===== src/rtl/shf_pkg.sv =====
package shf_pkg;
  typedef enum logic [1:0] {
    SK_LSL = 2'b00,
    SK_LSR = 2'b01,
    SK_ASR = 2'b10,
    SK_RSV = 2'b11
  } shift_kind_e;
endpackage


===== src/rtl/shf_rstage.sv =====
// Log-depth right shifter over a W+1 bit vector with a programmable fill bit.
module shf_rstage #(
  parameter int W  = 32,
  parameter int CW = 6
) (
  input  logic [W:0]    din,
  input  logic [CW-1:0] amt,
  input  logic          fill,
  output logic [W:0]    dout
);
  logic [W:0] stg [0:CW];

  assign stg[0] = din;

  for (genvar k = 0; k < CW; k++) begin : g_stage
    localparam int SH = 1 << k;
    if (SH >= W + 1) begin : g_full
      assign stg[k+1] = amt[k] ? {(W+1){fill}} : stg[k];
    end else begin : g_part
      assign stg[k+1] = amt[k] ? {{SH{fill}}, stg[k][W:SH]} : stg[k];
    end
  end

  assign dout = stg[CW];
endmodule


===== src/rtl/shf_core.sv =====
// Combinational shift datapath: a left shift is a right shift of the
// bit-reversed operand. One guard bit below the operand catches the carry.
module shf_core
  import shf_pkg::*;
#(
  parameter int W  = 32,
  parameter int CW = 6
) (
  input  logic [W-1:0]  val,
  input  logic [CW-1:0] cnt,
  input  shift_kind_e   kind,
  output logic [W-1:0]  res,
  output logic          carry
);
  logic [W-1:0] src;
  logic [W-1:0] rev_in;
  logic [W-1:0] rev_out;
  logic [W:0]   sh_out;
  logic         is_left;
  logic         fill;

  assign is_left = (kind == SK_LSL);
  assign fill    = (kind == SK_ASR) & val[W-1];

  for (genvar i = 0; i < W; i++) begin : g_rev
    assign rev_in[i]  = val[W-1-i];
    assign rev_out[i] = sh_out[W-i];
  end

  assign src = is_left ? rev_in : val;

  shf_rstage #(.W(W), .CW(CW)) u_rs (
    .din  ({src, 1'b0}),
    .amt  (cnt),
    .fill (fill),
    .dout (sh_out)
  );

  assign res   = is_left ? rev_out : sh_out[W:1];
  assign carry = sh_out[0];
endmodule


===== src/rtl/shf_unit.sv =====
module shf_unit
  import shf_pkg::*;
#(
  parameter int W  = 32,
  parameter int CW = 6
) (
  input  logic          clk,
  input  logic          rst,
  input  logic [W-1:0]  val_i,
  input  logic [CW-1:0] cnt_i,
  input  logic [1:0]    kind_i,
  input  logic          cin_i,
  output logic [W-1:0]  res_o,
  output logic          cout_o,
  output logic          xout_o
);
  localparam logic [CW-1:0] CNT_W = CW'(W);

  shift_kind_e  kind;
  logic [W-1:0] core_res;
  logic         core_c;
  logic         pass;

  assign kind = shift_kind_e'(kind_i);
  assign pass = (cnt_i == '0) || (kind == SK_RSV);

  shf_core #(.W(W), .CW(CW)) u_core (
    .val   (val_i),
    .cnt   (cnt_i),
    .kind  (kind),
    .res   (core_res),
    .carry (core_c)
  );

  always_ff @(posedge clk) begin
    if (rst) begin
      res_o  <= '0;
      cout_o <= 1'b0;
      xout_o <= 1'b0;
    end else if (pass) begin
      res_o  <= val_i;
      cout_o <= cin_i;
    end else begin
      res_o  <= core_res;
      cout_o <= core_c;
      xout_o <= core_c;
    end
  end

  // Set once an edge has passed with reset low, so $past sees live inputs.
  logic past_ok;
  always_ff @(posedge clk) past_ok <= !rst;


  zero_pass_chk: assert property (@(posedge clk) disable iff (rst)
    past_ok && $past(cnt_i) == '0 |-> res_o == $past(val_i) && cout_o == $past(cin_i));


  ext_hold_chk: assert property (@(posedge clk) disable iff (rst)
    past_ok && ($past(cnt_i) == '0 || $past(kind_i) == 2'b11) |-> xout_o == $past(xout_o));


  ext_match_chk: assert property (@(posedge clk) disable iff (rst)
    past_ok && $past(cnt_i) != '0 && $past(kind_i) != 2'b11 |-> xout_o == cout_o);


  far_zero_chk: assert property (@(posedge clk) disable iff (rst)
    past_ok && $past(cnt_i) > CNT_W && $past(kind_i[1]) == 1'b0 |-> res_o == '0 && !cout_o);


  asr_fill_chk: assert property (@(posedge clk) disable iff (rst)
    past_ok && $past(cnt_i) >= CNT_W && $past(kind_i) == 2'b10
    |-> res_o == {W{$past(val_i[W-1])}} && cout_o == $past(val_i[W-1]));
endmodule


===== config.mk =====
export PLATFORM = sky130hd
export DESIGN_NAME = shf_unit
export DESIGN_NICKNAME = d
export VERILOG_FILES = /design/src/rtl/shf_pkg.sv /design/src/rtl/shf_rstage.sv /design/src/rtl/shf_core.sv /design/src/rtl/shf_unit.sv
export SDC_FILE = /design/constraint.sdc
export NUM_CORES = 1
export LEC_CHECK = 0
export BUFFER_PORTS_ARGS = -buffer_cell sky130_fd_sc_hd__buf_2
export CAP_MARGIN = 20
export CORE_MARGIN = 5
export CORE_UTILIZATION = 45
export CTS_BUF_LIST = sky130_fd_sc_hd__clkbuf_8
export DETAILED_ROUTE_END_ITERATION = 8
export SYNTH_ARGS = -nofsm -noshare
export SYNTH_HDL_FRONTEND = slang
export SYNTH_HIERARCHICAL = 1
export SYNTH_SLANG_ARGS = --single-unit
export TNS_END_PERCENT = 1

===== constraint.sdc =====
create_clock -name clk -period 5.45 [get_ports clk]
set_input_delay 1.635 -clock clk [delete_from_list [all_inputs] [get_ports clk]]
set_output_delay 1.635 -clock clk [all_outputs]
set_load 0.05 [all_outputs]

==> summary.txt, run 1 <==
Yosys
  – Post-synthesis simple-gate area fraction: 0.330
  – Synthesized area: approximately 6000 um^2
  – Largest family of logic cells by synthesized area: multiplexers
  – Top_reg_cell synth: dfxtp_1
  – Distinct cell type count after synthesis: between 60 and 70
  – Compound-Gate Fraction of Synth Area: 0.116
  – Adder-Cell Fraction of Synth Area: 0
  – Yosys warns: 6
  – Sequential area share after synthesis: 0.113
  – Post-synthesis xor/xnor area fraction: 0
  – EDFF count, synth: 0
  – Mux share of post-synthesis cell area: 0.354
  – Mapped Cells: between 600 and 700
  – Avg Cell Area, Syn: ~10 um^2
  – Async SR Flop Fraction: 0
  – Register bit total from synthesis: 34
  – Syn Nets: approximately 650

Global routing
  – Vias in the first global route: around 5,000
  – GRT Total Usage: 0.239
  – Number of antenna violations at the first check in global routing: 0
  – Gr ovfl total: 0
  – Largest net degree at the start of global routing: ~100
  – Global-route wire length before repair: 30,700 um

Detailed routing
  – Routed Antenna Nets: 0
  – Routed WL: ~20,000 um
  – DRC: 0
  – Via count: approximately 5,500
  – Wire length per cell: 24.2 um
  – Avg Vias per Cell: roughly 6.8
  – DRT iter0 DRCs: around 800
  – TritonRoute pass-1 iters: 6

Floorplanning
  – Die height: 126 um
  – # rows: 42
  – Initial Utilization: 0.458
  – Full die area: 15,800 um^2
  – DIE WIDTH: approximately 130 um
  – Number of I/O pins: between 70 and 80
  – Core Footprint: roughly 13,000 um^2

Layout
  – Design area: 6350 um^2
  – P&R area growth vs syn: 5.08%
  – Nets@finish: around 680
  – Final Instance Count excl. Fillers: 810
  – Fraction of layout cells with a size suffix above 1: 0.437
  – Commonest non-fill, non-tap cell in the layout: buf_2
  – Commonest cells after routing, fill and taps aside: 76 x buf_2, 61 x mux2_4, 60 x nand3_2
  – # diodes: 0

STA
  – Slew Limit Fails: 0
  – Worst Clk Skew: 0 ns
  – Min Tclk post-route: 4.56 ns
  – Final period util: 0.837
  – Relative slew slack: 0.351
  – Final setup vio count: 0
  – F_max: between 0.2 and 0.25 GHz
  – Unrepaired setup endpoints after global routing: false
  – Slew @ Worst Pin: between 0.9 and 1 ns
  – Setup TNS: 0 ns
  – Final Hold Fails: 0

Clock tree
  – Longest Clk Path Bufs: 2
  – Setup Buffers After CTS: 0
  – CTS root buf: clkbuf_8
  – Clk_lat worst skew: approximately 0.29 ns
  – Post-CTS Resized: 0
  – Clock Sinks: 34
  – CTS tree: done
  – Clock-pin slew on the worst setup and hold paths: ~0.080 ns
  – # hold bufs at CTS: 0
  – H-tree depth: 2
  – CTS buffer count: 5

Place
  – Routability cong.: roughly 1.0
  – Number of I/O port buffers: 76
  – DP HPWL: about 14,000 um
  – DP Area: 6250 um^2
  – DP Cell Count: approximately 800

Power and ir drop
  – Clock Power Share: 0.164
  – Internal Power: 626 uW
  – Combinational Power Share: 0.584
  – Power density of the placed cells: approximately 180 nW/um^2
  – Psw: just over 500 uW
  – Worst VDD drop: 0.0728 mV
  – Sequential share of power: 0.252
  – Static Leak: 2.82 nW
  – Sw frac: 0.450
  – Power after layout: between 1 and 1.5 mW

Critical path
  – CP cell instances: buf_2, buf_4, mux2_2, mux4_2, a21oi_1, o211ai_1, mux2_2, and2b_1, a31oi_1, nand3_2
  – Critical Path RT: 5.63 ns
  – Worst-path maximum fanout: 39
  – Critical Path Start Type: input pin
  – Worst Path Buf+Inv: 2
  – CP max stage cell: buf_2
  – Crit end category: flip-flop
  – Critical path arrival: about 4.7 ns
  – CP top delay family: multiplexers
  – Top cell by count, worst path: mux2_2
  – Critical Path Max Stage Delay: 0.67 ns
  – Critical path type: in -> reg

Outcome
  – Status: completed

Min path
  – Worst hold path type: reg -> reg

Flow run
  – Max Cap Viol: 0
worst min-delay path: stages (launching register included):
cell,delay (ns)
dfxtp_1,0.34
nand4b_1,0.10
nand4_1,0.10
layout make-up:
| type | instances | area (um^2) |
|---|---|---|
| sequential | 34 | 681 |
| tap | 176 | 220 |
| timing repair buffer | 89 | 515 |
| clock inverter | 2 | 10.0 |
| multi-input combinational | 502 | 4840 |
| fill | 1233 | 6840 |
| inverter | 2 | 7.51 |
| clock buffer | 5 | 68.8 |
cells by family after synthesis:
family / count (synthesis)
compound gates: 106
buf+inv: 74
flops: 34
mux: 142
other cells: 1
simple gates: 253
per-layer routing:
| metal | part of all wire | up-vias | track usage |
|---|---|---|---|
| met5 | 0 | - | 0 |
| met4 | 0.029 | 0 | 0.0770 |
| met3 | 0.072 | 38 | 0.0351 |
| met2 | 0.44 | 235 | 0.356 |
| met1 | 0.46 | 2758 | 0.356 |
| li1 | - | 2452 | - |
power groups by stage:
stage          clock network (mW)  logic, mW  registers (mW)
2_1_floorplan                   0      0.399           0.398
3_3_place_gp                    0      0.649           0.292
3_5_place_dp                    0      0.654           0.293
4_1_cts                     0.188      0.656           0.287
5_1_grt                     0.198      0.700           0.290
6_report                    0.187      0.665           0.287
per-stage QoR:
stage,setup WS [ns],hold slack [ns],utilization
2_1_floorplan,1.00,0.774,-
3_3_place_gp,0.643,0.547,0.474
3_5_place_dp,0.617,0.595,0.474
4_1_cts,0.930,0.607,0.480
5_1_grt,0.730,0.616,0.481
6_report,0.889,0.597,0.481
Yosys cell counts, types with 8 or more instances:
library cell / count / area (um^2)
and4b_1: 32 / 320
nand4b_1: 36 / 315
a31oi_1: 37 / 231
buf_12: 9 / 180
o21ai_0: 9 / 45.0
mux4_2: 28 / 631
a21oi_1: 11 / 55.1
mux2_4: 61 / 916
mux2i_1: 26 / 260
buf_6: 8 / 90.1
a22oi_1: 10 / 75.1
buf_2: 13 / 65.1
mux2_2: 18 / 203
nor2_1: 12 / 45.0
dfxtp_1: 34 / 681
nand3_2: 60 / 601
and2b_1: 29 / 218
clkbuf_1: 33 / 124
nand3_1: 12 / 60.1
nand2_1: 25 / 93.8
nor2b_1: 9 / 56.3
worst paths after layout:
check             startpoint         to  slack (ns)  cells after the start
setup / recovery    cnt_i[1]  res_o[28]        0.89                     10
hold / removal        xout_o     xout_o        0.60                      2
setup reg to reg      xout_o     xout_o        4.77                      2
hold reg to reg       xout_o     xout_o        0.60                      2
state kept, by name (all words and copies together), names as in the netlist:
| register | flops |
|---|---|
| xout_o | 1 |
| res_o | 32 |
| cout_o | 1 |
(Power assumes the default switching activity.)
==> run 2, diff against run 1 <==
PLACE_DENSITY = 0.67   (was default)
clock period = 4.05 ns   (was 5.45 ns; I/O delays follow)
==> run 2 against run 1 <==
Net effect:
- clock-buffer cell count stayed put
- flip-flop and latch count stayed put
- cell count is 12% higher
- sequential power is 34% higher
- routed wire length is 12% higher
- register-to-register slack worse by 1.4 ns
- via count is 9.1% higher
- core utilization is 6.3 points higher
==> summary.txt, run 2 (synthesis results as in run 1) <==
Global routing
  – Number of antenna violations at the first check in global routing: 0 (unchanged)
  – GRT Total Usage: 0.267 (+0.0280)
  – Vias in the first global route: 5,729 (+13%)
  – Global-route wire length before repair: 34,300 um (+12%)
  – Gr ovfl total: 0 (unchanged)
  – Largest net degree at the start of global routing: 74 (-27%)

Layout
  – Top flop regs: res_o: 32 flops, cout_o: 1 flops, xout_o: 1 flops
  – Fraction of layout cells with a size suffix above 1: 0.532 (+0.0951)
  – Commonest cells after routing, fill and taps aside: 111 x buf_4, 76 x buf_2, 61 x mux2_4
  – Nets@finish: 778 (+15%)
  – Commonest non-fill, non-tap cell in the layout: buf_4
  – P&R area growth vs syn: 18.7%
  – # diodes: 0 (unchanged)
  – Largest register by flop count: res_o
  – Fill cell count: 1,197 (-2.9%)
  – Max reg flops: 32 (unchanged)

STA
  – Min Tclk post-route: between 4 and 5 ns
  – Relative slew slack: 0.483 (+0.132)
  – Worst Clk Skew: 0 ns (unchanged)
  – Final period util: 0.997
  – Unrepaired setup endpoints after global routing: true
  – Hold Slack: 0.565 ns (-0.0313 ns)
  – Final Hold Fails: 0 (unchanged)
  – Setup TNS: 0 ns (unchanged)
  – Slew Limit Fails: 0 (unchanged)
  – F_max: about 0.25 GHz
  – Final setup vio count: 0 (unchanged)
  – Slew @ Worst Pin: 0.775 ns (-0.185 ns)

Clock tree
  – Clk_lat worst skew: 0.29 ns (about the same)
  – CTS root buf: clkbuf_8
  – CTS buffer count: 5 (unchanged)
  – # hold bufs at CTS: 0 (unchanged)
  – Clock Sinks: 34 (unchanged)
  – Clock-pin slew on the worst setup and hold paths: 0.08 ns (about the same)
  – Longest Clk Path Bufs: 2 (unchanged)
  – H-tree depth: 2 (unchanged)
  – CTS tree: done

Power and ir drop
  – Power density of the placed cells: 233 nW/um^2 (+30%)
  – Worst VDD drop: 0.0955 mV (+31%)
  – Static Leak: 3.32 nW (+18%)

Critical path
  – CP cell instances: buf_2, nor2_8, clkbuf_16, buf_4, mux2_4, mux2_1, mux4_2, a21oi_1, o211ai_1, mux2_2, and2b_1, a31oi_1, nand3_2
  – R2R cell count: 2 (unchanged)
  – R2R Path Start: xout_o
  – Critical path type: in -> reg
  – CP top delay family: multiplexers
  – R2R Setup Slk: 3.41 ns (-1.36 ns)
  – Crit path from: kind_i[0]
  – End of the critical path: res_o[28]
  – Reg2Reg Capture Point: xout_o
  – Critical Path Max Stage Delay: 0.51 ns (-0.16 ns)
  – Critical path arrival: 4.22 ns (-0.52 ns)
  – Worst-path maximum fanout: 9 (-77%)
  – Instance count on the critical path: 13 (+3)
  – Critical Path RT: 4.23 ns (-1.40 ns)
  – Crit end category: flip-flop
  – Worst Path Buf+Inv: 3 (+1)
  – CP max stage cell: mux4_2
  – Critical Path Start Type: input pin

Floorplanning
  – # rows: 42 (unchanged)
  – Core Footprint: 13,200 um^2 (unchanged)
  – Die height: 126 um (unchanged)
  – DIE WIDTH: 126 um (unchanged)
  – Number of I/O pins: 77 (unchanged)
  – Initial Utilization: 0.458 (unchanged)
  – Full die area: 15,800 um^2 (unchanged)

Min path
  – Hold depth: 2 (unchanged)
  – Worst hold path type: reg -> reg

Place
  – Number of I/O port buffers: 76 (unchanged)
  – Routability cong.: 1.04 (+0.78%)
  – DP HPWL: 16,700 um (+15%)

Outcome
  – Status: completed

Detailed routing
  – DRC: 0 (unchanged)
  – TritonRoute pass-1 iters: 6 (unchanged)
  – Wire length per cell: 24.1 um (-0.52%)
  – Routed WL: 22,000 um (+12%)
  – DRT iter0 DRCs: 752 (-6.1%)
  – Routed Antenna Nets: 0 (unchanged)
  – Avg Vias per Cell: 6.57 (-3.0%)
  – Via count: 5,983 (+9.1%)

Flow run
  – Max Cap Viol: 0 (unchanged)
-- run 2: worst min-delay path by stage --
| stage | from | to | slack, ns |
|---|---|---|---|
| 6_report | xout_o | xout_o | 0.57 |
| 5_1_grt | xout_o | xout_o | 0.59 |
| 4_1_cts | xout_o | xout_o | 0.57 |
| 3_5_place_dp | xout_o | xout_o | 0.56 |
| 3_3_place_gp | xout_o | xout_o | 0.54 |
| 2_1_floorplan | xout_o | xout_o | 0.77 |
-- run 2: metrics by stage --
step | utilization | power, mW | setup WS (ns) | instance area (um^2) | cells
after floorplan | - | 1.07 | 0.0218 | 6040 | 610
after global placement | 0.529 | 1.38 | -0.367 | 6980 | 900
after detailed placement | 0.529 | 1.39 | -0.363 | 6980 | 900
after CTS | 0.536 | 1.64 | 0.0322 | 7070 | 907
after global routing | 0.544 | 1.75 | -0.0340 | 7170 | 911
final | 0.544 | 1.67 | 0.0108 | 7170 | 911
-- run 2: repair_timing --
action | 4_1_cts | 5_1_grt
endpoints found under the setup margin | 4 | 16
gates resized for setup | 2 | 12
gates cloned | 0 | 1
pin swaps | 0 | 4
buffers inserted | 0 | 3
-- run 2: area by class of cell --
type / count / area [um^2] / area share
tap: 176 / 220 / 0.0307
sequential: 34 / 681 / 0.0949
inverter: 2 / 7.51 / 0.00105
multi-input combinational: 502 / 4910 / 0.684
clock buffer: 5 / 68.8 / 0.00960
timing repair buffer: 190 / 1280 / 0.178
clock inverter: 2 / 10.0 / 0.00140
-- run 2: per-layer routing --
layer / track usage / share of wire / up-vias
li1: - / - / 2661
met1: 0.397 / 0.46 / 3020
met2: 0.422 / 0.46 / 276
met3: 0.0258 / 0.067 / 26
met4: 0.0568 / 0.015 / 0
met5: 0 / 0 / -
-- run 2: worst register-to-register path, delay by kind of cell (launching register included) --
family	cells	cell delay, ns
simple gates	2	0.23
flops	1	0.36
-- run 2: report_power, final --
part	total (mW)	switching (mW)	leakage (nW)	internal [mW]
registers	0.386	0.0115	0.282	0.374
logic	1.03	0.585	2.99	0.447
clock network	0.256	0.140	0.0438	0.116
total	1.67	0.737	3.32	0.937
